## src/rtl/ddrw_pkg.sv

```systemverilog
package ddrw_pkg;

    // Shared word sequencer states
    typedef enum logic [0:0] {
        ST_PRIME = 1'b0,   // first word period after reset, nothing emitted
        ST_RUN   = 1'b1    // steady state, one word per period
    } seq_state_t;

endpackage

```

## src/rtl/ddrw_word_seq.sv

```systemverilog
module ddrw_word_seq
    import ddrw_pkg::*;
#(
    parameter int CYC    = 5,   // clock cycles per word
    parameter int CAP_PH = 3    // phase at which the even half is captured
) (
    input  logic clk,
    input  logic rst,
    output logic cap_o,    // capture even half this edge
    output logic slot_o,   // word boundary: apply slips
    output logic emit_o,   // word boundary with word emission
    output logic valid_o
);

    localparam int CNT_W = (CYC > 1) ? $clog2(CYC) : 1;
    localparam logic [CNT_W-1:0] LAST_PH = CNT_W'(CYC - 1);
    localparam logic [CNT_W-1:0] CAP_V   = CNT_W'(CAP_PH);

    seq_state_t       state, state_n;
    logic [CNT_W-1:0] ph;

    // state register and phase counter
    always_ff @(posedge clk) begin
        if (rst) begin
            state <= ST_PRIME;
            ph    <= '0;
        end else begin
            state <= state_n;
            ph    <= (ph == LAST_PH) ? '0 : ph + 1'b1;
        end
    end

    // transitions
    always_comb begin
        state_n = state;
        unique case (state)
            ST_PRIME: if (ph == LAST_PH) state_n = ST_RUN;   // primed
            ST_RUN:   state_n = ST_RUN;                      // run
            default:  state_n = ST_PRIME;
        endcase
    end

    // strobes per state
    always_comb begin
        cap_o  = 1'b0;
        slot_o = 1'b0;
        emit_o = 1'b0;
        unique case (state)
            ST_PRIME: begin
                cap_o  = (ph == CAP_V);
                slot_o = (ph == '0);
            end
            ST_RUN: begin
                cap_o  = (ph == CAP_V);
                slot_o = (ph == '0);
                emit_o = (ph == '0);
            end
            default: ;
        endcase
    end

    always_ff @(posedge clk) begin
        if (rst) valid_o <= 1'b0;
        else     valid_o <= emit_o;
    end

    // ---------------- assertions ----------------
    localparam int MON_W = $clog2(CYC + 2) + 1;
    localparam logic [MON_W-1:0] MON_MAX = MON_W'(CYC + 1);

    logic [MON_W-1:0] since_rst;
    logic [MON_W-1:0] gap;
    logic             seen;

    always_ff @(posedge clk) begin
        if (rst) begin
            since_rst <= '0;
            gap       <= '0;
            seen      <= 1'b0;
        end else begin
            if (since_rst != MON_MAX) since_rst <= since_rst + 1'b1;
            if (valid_o) begin
                gap  <= MON_W'(1);
                seen <= 1'b1;
            end else if (gap != MON_MAX) begin
                gap <= gap + 1'b1;
            end
        end
    end

    a_r2_no_early_valid: assert property (@(posedge clk) disable iff (rst)
        valid_o |-> since_rst >= MON_MAX);

    a_r3_period_exact: assert property (@(posedge clk) disable iff (rst)
        (valid_o && seen) |-> gap == MON_W'(CYC));

    a_r3_period_no_miss: assert property (@(posedge clk) disable iff (rst)
        (seen && gap == MON_W'(CYC)) |-> valid_o);

    a_r3_single_cycle: assert property (@(posedge clk) disable iff (rst)
        valid_o |=> !valid_o);

endmodule

```

## src/rtl/ddrw_lane.sv

```systemverilog
module ddrw_lane #(
    parameter int WORD_W = 10
) (
    input  logic              clk,
    input  logic              rst,
    input  logic              rise_i,
    input  logic              fall_i,
    input  logic              slip_i,
    input  logic              cap_i,
    input  logic              slot_i,
    input  logic              emit_i,
    output logic [WORD_W-1:0] word_o
);

    localparam int HALF_W = WORD_W / 2;
    localparam int LEAD   = HALF_W / 2;                 // cycles between even capture and emit
    localparam int BASE   = HALF_W - 2 * LEAD;          // even-half offset at capture time
    localparam int SR_W   = 2 * WORD_W - 1 - 2 * LEAD;  // history depth
    localparam int LAG_W  = $clog2(WORD_W);
    localparam logic [LAG_W-1:0] LAG_TOP = LAG_W'(WORD_W - 1);

    logic [SR_W-1:0]   hist;     // newest bit at index 0
    logic [LAG_W-1:0]  lag;      // bits between newest bit and word end
    logic              pend;
    logic [HALF_W-1:0] even_q;
    logic [WORD_W-1:0] word_q;

    always_ff @(posedge clk) begin
        if (rst) begin
            hist   <= '0;
            lag    <= '0;
            pend   <= 1'b0;
            even_q <= '0;
            word_q <= '0;
        end else begin
            hist <= {hist[SR_W-3:0], rise_i, fall_i};
            if (slot_i) begin
                pend <= 1'b0;
                if (pend || slip_i)
                    lag <= (lag == '0) ? LAG_TOP : lag - 1'b1;
            end else if (slip_i) begin
                pend <= 1'b1;
            end
            if (cap_i)
                even_q <= hist[int'(lag) + BASE +: HALF_W];
            if (emit_i)
                word_q <= {even_q, hist[int'(lag) +: HALF_W]};
        end
    end

    assign word_o = word_q;

    // ---------------- assertions ----------------
    logic past_ok;
    always_ff @(posedge clk) past_ok <= !rst;

    a_r7_slip_spacing: assert property (@(posedge clk) disable iff (rst)
        slip_i |-> !pend);

    a_r7_lag_only_at_slot: assert property (@(posedge clk) disable iff (rst)
        (past_ok && !$past(slot_i)) |-> $stable(lag));

    a_r6_slip_moves_lag: assert property (@(posedge clk) disable iff (rst)
        (past_ok && $past(slot_i) && $past(slip_i)) |-> lag != $past(lag));

    a_r8_lag_wraps: assert property (@(posedge clk) disable iff (rst)
        (past_ok && $past(lag) == '0 && lag != '0) |-> lag == LAG_TOP);

    a_r3_word_hold: assert property (@(posedge clk) disable iff (rst)
        (past_ok && !$past(emit_i)) |-> $stable(word_q));

endmodule

```

## src/rtl/ddr_fabric_deser.sv

```systemverilog
module ddr_fabric_deser #(
    parameter int LANES  = 3,
    parameter int WORD_W = 10
) (
    input  logic                    clk,
    input  logic                    rst,
    input  logic [LANES-1:0]        rise_i,
    input  logic [LANES-1:0]        fall_i,
    input  logic [LANES-1:0]        slip_i,
    output logic [LANES*WORD_W-1:0] word_o,
    output logic                    valid_o
);

    localparam int HALF_W = WORD_W / 2;
    localparam int CYC    = WORD_W / 2;
    localparam int LEAD   = HALF_W / 2;
    localparam int CAP_PH = CYC - LEAD;

    logic cap, slot, emit;

    ddrw_word_seq #(
        .CYC    (CYC),
        .CAP_PH (CAP_PH)
    ) seq_i (
        .clk     (clk),
        .rst     (rst),
        .cap_o   (cap),
        .slot_o  (slot),
        .emit_o  (emit),
        .valid_o (valid_o)
    );

    for (genvar g = 0; g < LANES; g++) begin : g_lane
        ddrw_lane #(
            .WORD_W (WORD_W)
        ) lane_i (
            .clk    (clk),
            .rst    (rst),
            .rise_i (rise_i[g]),
            .fall_i (fall_i[g]),
            .slip_i (slip_i[g]),
            .cap_i  (cap),
            .slot_i (slot),
            .emit_i (emit),
            .word_o (word_o[g*WORD_W +: WORD_W])
        );
    end

endmodule

```

## config.mk

```make
export PLATFORM = sky130hd
export DESIGN_NAME = ddr_fabric_deser
export DESIGN_NICKNAME = d
export VERILOG_FILES = /design/src/rtl/ddrw_pkg.sv /design/src/rtl/ddrw_word_seq.sv /design/src/rtl/ddrw_lane.sv /design/src/rtl/ddr_fabric_deser.sv
export SDC_FILE = /design/constraint.sdc
export NUM_CORES = 1
export LEC_CHECK = 0
export CAP_MARGIN = 20
export CELL_PAD_IN_SITES_DETAIL_PLACEMENT = 2
export CELL_PAD_IN_SITES_GLOBAL_PLACEMENT = 2
export CORE_ASPECT_RATIO = 1.4
export CORE_MARGIN = 1.5
export CORE_UTILIZATION = 37
export DETAILED_ROUTE_END_ITERATION = 10
export HOLD_SLACK_MARGIN = 0.08
export PLACE_DENSITY_LB_ADDON = 0.3
export SLEW_MARGIN = 20
export SYNTH_ARGS = -nofsm -noshare
export SYNTH_HDL_FRONTEND = slang
export SYNTH_SLANG_ARGS = --single-unit
export TNS_END_PERCENT = 1
```

## constraint.sdc

```tcl
create_clock -name clk -period 2.4 [get_ports clk]
set_clock_uncertainty 0.15 [all_clocks]
set_input_delay 0.48 -clock clk [delete_from_list [all_inputs] [get_ports clk]]
set_output_delay 0.48 -clock clk [all_outputs]
set_load 0.05 [all_outputs]
```

* Word-level counts from Yosys, hierarchy flattened
Cells that the tools add are included.
** Cells by class
- Add/sub/neg operators :: 7
- Eq/ne operators :: 2
- Shift operators :: 6
- Muxes and demuxes :: 6
- Bitwise operators :: 1
- Reductions and logical operators :: 12
** Operators with widths (number)
- variable part select 15 x 32 -> 5 bit :: 3
- variable part select 15 x 5 -> 5 bit :: 3
- adder 4 x 1 -> 5 bit (second input constant) :: 3
- logical NOT 4 bit :: 3
- two-way mux 4 bit :: 3
- subtractor 4 x 1 -> 4 bit (second input constant) :: 3
- AND reduction 2 bit :: 3
- OR reduction 2 bit :: 2
- adder 3 x 1 -> 3 bit (second input constant) :: 1
- == test 3 x 2 -> 1 bit (second input constant) :: 1
- == test 3 bit (second input constant) :: 1
- logical NOT 3 bit :: 1
- logical OR 1 bit :: 3
- two-way mux 1 bit :: 2
- one-hot mux 1 bit (2 select lines) :: 1
- inverter 1 bit :: 1
** Word-level totals
- Bits in registers :: 110
- Input bits :: 11
- Logic and storage cells :: 52

* Depth between registers and ports, before layout
- Depth in word-level cells :: 3
- Mapped depth :: 8
- Depth with buffers taken out :: 6

* By module
A second synthesis with hierarchy kept.
** Unflattened totals
- Cells, all modules :: 498
- Area, all modules :: 5479.0 um2
** Modules (own cells, without submodules)
- ddrw_lane :: instances 3, cells each 159, area an instance 1755.4 um2, seq. area each 700.7 um2
- ddrw_word_seq :: instances 1, cells each 21, area an instance 212.7 um2, seq. area each 100.1 um2

* Least setup slack after synthesis
OpenSTA, ideal clock, no wires.
- Path type :: register -> register
- Start :: register g_lane[1].lane_i.lag[0]
- End :: register g_lane[1].lane_i.even_q[4]
- Setup time :: 0.137 ns
- Data arrival time :: 1.474 ns
- Slack :: 0.639 ns
- Stages on the path, launching flop included :: 6
- Buffers on the path :: 1
- Period minus slack after synthesis :: 1.761 ns
- Path through :: dfxtp_1 -> buf_6 -> mux4_2 -> mux2_2 -> a22oi_2 -> a211oi_1
** Between the ends
- Cells in the longest elaborated chain, start to end :: 2
** Ends and longest elaborated chain
- start, declared :: RTL line ddrw_lane.sv:23 : logic [LAG_W-1:0] lag;
- start signal, assigned :: RTL line ddrw_lane.sv:40 : lag <= (lag == '0) ? LAG_TOP : lag - 1'b1;
- adder 4 x 1 -> 5 bit :: RTL line ddrw_lane.sv:45 : even_q <= hist[int'(lag) + BASE +: HALF_W];
- variable part select 15 x 32 -> 5 bit :: RTL line ddrw_lane.sv:45
- end signal, assigned :: RTL line ddrw_lane.sv:45
- end, declared :: RTL line ddrw_lane.sv:25 : logic [HALF_W-1:0] even_q;
Every way passes these cells.
A chain may end at the register's enable or synchronous reset.

* Final worst setup path
- Start :: register g_lane[2].lane_i.word_q[5]
- End :: output port word_o[25]
** RTL lines
- start, declared :: RTL line ddrw_lane.sv:26 : logic [WORD_W-1:0] word_q;
- start signal, assigned :: RTL line ddrw_lane.sv:47 : word_q <= {even_q, hist[int'(lag) +: HALF_W]};
- end, declared :: RTL line ddr_fabric_deser.sv:10 : output logic [LANES*WORD_W-1:0] word_o,
No word-level cell between the ends.

==> impl_metrics.env <==
export IMPL_most_common_cell_after_layout_fill_and_taps_aside="sky130_fd_sc_hd__dfxtp_1"
export IMPL_critPathTopFamily="buffers and inverters"
export IMPL_max_clock_freq_ghz=0.454
export IMPL_finish_stage_setup_viols=0
export IMPL_leakagePower_nw=2.09
export IMPL_fin_crit_sh=0.918
export IMPL_antennaDiodeCount=0
export IMPL_cts_max_path_buffers=2
export IMPL_worstSkewPairLatency_ns=0.35
export IMPL_post_layout_cell_count=745
export IMPL_tritoncts="built"
export IMPL_syn_area_sq_um=5190
export IMPL_synth_top_flop_cell="sky130_fd_sc_hd__dfxtp_1"
export IMPL_clk_root_buffer_cell="sky130_fd_sc_hd__clkbuf_16"
export IMPL_synth_edff_count=0
export IMPL_seq_area_frac_synth=0.424
export IMPL_synth_cells=523
export IMPL_clk_pin_slew_worst_paths_ns=0.07
export IMPL_final_setup_tns_ns=0
export IMPL_residual_drc=0
export IMPL_placedInstanceArea_sq_um=5800
export IMPL_via_density=5.52
export IMPL_cp_slowest_stage_delay_ns=0.83
export IMPL_grt_first_pass_wirelength_um=24400
export IMPL_drt_total_wl_um=14900
export IMPL_synthDominantCellAreaShare=0.424
export IMPL_avgRoutedWirePerCell_um=19.9
export IMPL_timing_final_crit_period_ns=2.20
export IMPL_total_of_flip_flops_plus_latches_after_synthesis=110
export IMPL_ioPinCount=42
export IMPL_synth_top_cell_by_area="sky130_fd_sc_hd__dfxtp_1"
export IMPL_setup_worst_path_end_class="primary output"
export IMPL_cp_start_kind="flop"
export IMPL_cts_buffers_inserted=9
export IMPL_detailedPlacementHpwl_um=11000
export IMPL_grt_setup_unrepaired="false"
export IMPL_worst_ep_required_time_ns=1.77
export IMPL_htree_num_levels=3
export IMPL_worst_slew_pin_transition_ns=0.637
export IMPL_final_net_count=569
export IMPL_syn_avg_cell_area_sq_um=9.93
export IMPL_detail_route_iter0_violations=90
export IMPL_hp_class="reg2reg"
export IMPL_ant_nets=0
export IMPL_ir_drop_v=0.000333
export IMPL_number_of_fill_cells_in_the_layout=1489
export IMPL_timing_max_cap_violations=0
export IMPL_postCtsHoldBufs=0
export IMPL_post_cts_setup_buffer_count=0
export IMPL_fin_worst_hold_slack_ns=0.307
export IMPL_dpl_cell_count=729
export IMPL_gr_total_overflow=0
export IMPL_critical_path_cell_chain="clkdlybuf4s50_1"
export IMPL_core_rowCount=51
export IMPL_most_common_layout_cells="110 x sky130_fd_sc_hd__dfxtp_1, 55 x sky130_fd_sc_hd__nor2b_1, 50 x sky130_fd_sc_hd__nand2_1"
export IMPL_fraction_of_layout_cells_with_a_size_suffix_above_1=0.150
export IMPL_cts_resized=0
export IMPL_grt_usage=0.215
export IMPL_path_max_fanout=2
export IMPL_number_of_antenna_violations_at_the_first_check_in_global_routing=0
export IMPL_via_count=4113
export IMPL_async_flop_share=0
export IMPL_mappedNetlistNets=537
export IMPL_die_w_um=103
export IMPL_vias_in_the_first_global_route=4610
export IMPL_tritoncts_num_sinks=110
export IMPL_worstPathBufferInverterCount=1
export IMPL_post_synth_num_cell_types=56
export IMPL_worst_slew_margin_relative_to_its_limit=0.575
export IMPL_die_area_sq_um=14800
export IMPL_fin_area_sq_um=6130
export IMPL_core_region_area_sq_um=13800
export IMPL_detailedRoute_firstPassIterationCount=5
export IMPL_syn_warnings=0
export IMPL_final_hold_violation_count=0
export IMPL_status="complete, no violations"
export IMPL_slew_viol_final=0
export IMPL_crit_type="reg2out"
export IMPL_crit_path_top_delay_cell="sky130_fd_sc_hd__clkdlybuf4s50_1"
export IMPL_place_gp_congestion=0.898
export IMPL_areaGrowthSynthToFinish_pct=18.1
export IMPL_yosys_top_cells_area="sky130_fd_sc_hd__dfxtp_1 42%, sky130_fd_sc_hd__mux4_2 10%, sky130_fd_sc_hd__nor2b_1 6.6%"
export IMPL_post_layout_total_power_w=0.00439
export IMPL_regToRegSetupSlack_ns=0.27
export IMPL_place_port_buffers=41
export IMPL_initial_core_util=0.377
export IMPL_power_per_cell_area_nw_per_um2=716
export IMPL_cp_arrival_ns=1.57
export IMPL_die_h_um=143
export IMPL_pin_count_of_the_biggest_net_entering_global_routing=50
[sequential cells by signal (all words and copies together), names as in the netlist]
register and count:
g_lane.lane_i.even_q 15, g_lane.lane_i.pend 3, g_lane.lane_i.lag 12, seq_i.ph 3
g_lane.lane_i.word_o 30, g_lane.lane_i.hist 45, seq_i.valid_o 1, seq_i.state 1
[final timing paths]
kind                                           startpoint                                 endpoint  depth (start not counted)
setup / recovery  g_lane[2].lane_i.word_o[5]$_SDFFE_PP0P_                               word_o[25]                          1
setup reg to reg     g_lane[1].lane_i.lag[0]$_SDFFE_PP0P_  g_lane[1].lane_i.word_o[4]$_SDFFE_PP0P_                          4
hold / removal    g_lane[0].lane_i.word_o[7]$_SDFFE_PP0P_  g_lane[0].lane_i.word_o[7]$_SDFFE_PP0P_                          2
hold reg to reg   g_lane[0].lane_i.word_o[7]$_SDFFE_PP0P_  g_lane[0].lane_i.word_o[7]$_SDFFE_PP0P_                          2
[metal layers]
layer,vias to the layer above,global-route usage,part of all wire
met2,56,0.403,0.56
met5,-,0,0
li1,1934,-,-
met4,0,0.0910,0.030
met3,29,0.0318,0.018
met1,2094,0.235,0.39
[report_power, final]
group	leakage, nW	internal (W)	switching [W]
Combinational	1.04	0.000322	0.000389
Sequential	0.893	0.00190	0.000128
Clock	0.158	0.000931	0.000725
[worst reg2reg max path, stage by stage, from the launching register on]
cell and delay (ns):
sky130_fd_sc_hd__dfxtp_1 0.59, sky130_fd_sc_hd__mux4_1 0.63, sky130_fd_sc_hd__mux2_2 0.30, sky130_fd_sc_hd__a22oi_2 0.22, sky130_fd_sc_hd__a211oi_1 0.10
[through the flow]
step,worst slack (ns),util
after floorplan,0.639,-
after global placement,0.318,0.421
after detailed placement,0.242,0.421
after CTS,0.187,0.445
after global routing,0.103,0.445
final,0.197,0.445
[area by class of cell]
| cell class | count | area (sq um) | share of cell area |
|---|---|---|---|
| multi-input cells | 361 | 2740 | 0.446 |
| repair buffers | 62 | 591 | 0.0963 |
| flip-flops and latches | 110 | 2200 | 0.359 |
| inverters | 11 | 41.3 | 0.00673 |
| clock buffers | 9 | 225 | 0.0367 |
| clock inverters | 7 | 105 | 0.0171 |
| well taps | 185 | 231 | 0.0377 |
[cell families after synthesis]
logic type | Yosys count | synth area share
AO/OA/AOI/OAI | 87 | 0.121
XOR/XNOR | 2 | 0.00337
adder cells (fa/ha/maj) | 3 | 0.00723
buffers and inverters | 52 | 0.0503
flip-flops | 110 | 0.424
multiplexers | 63 | 0.190
AND/OR/NAND/NOR | 206 | 0.204
[cells in the mapped netlist (all sizes together) (9+ instances only)]
cell and n:
nand2 50, clkbuf 16, inv 9, mux2 16, nand3 18, dfxtp 110
nor2b 55, a21oi 24, mux4 26, nor2 43, mux2i 21, buf 25
Power figures use the tool's default switching activity.
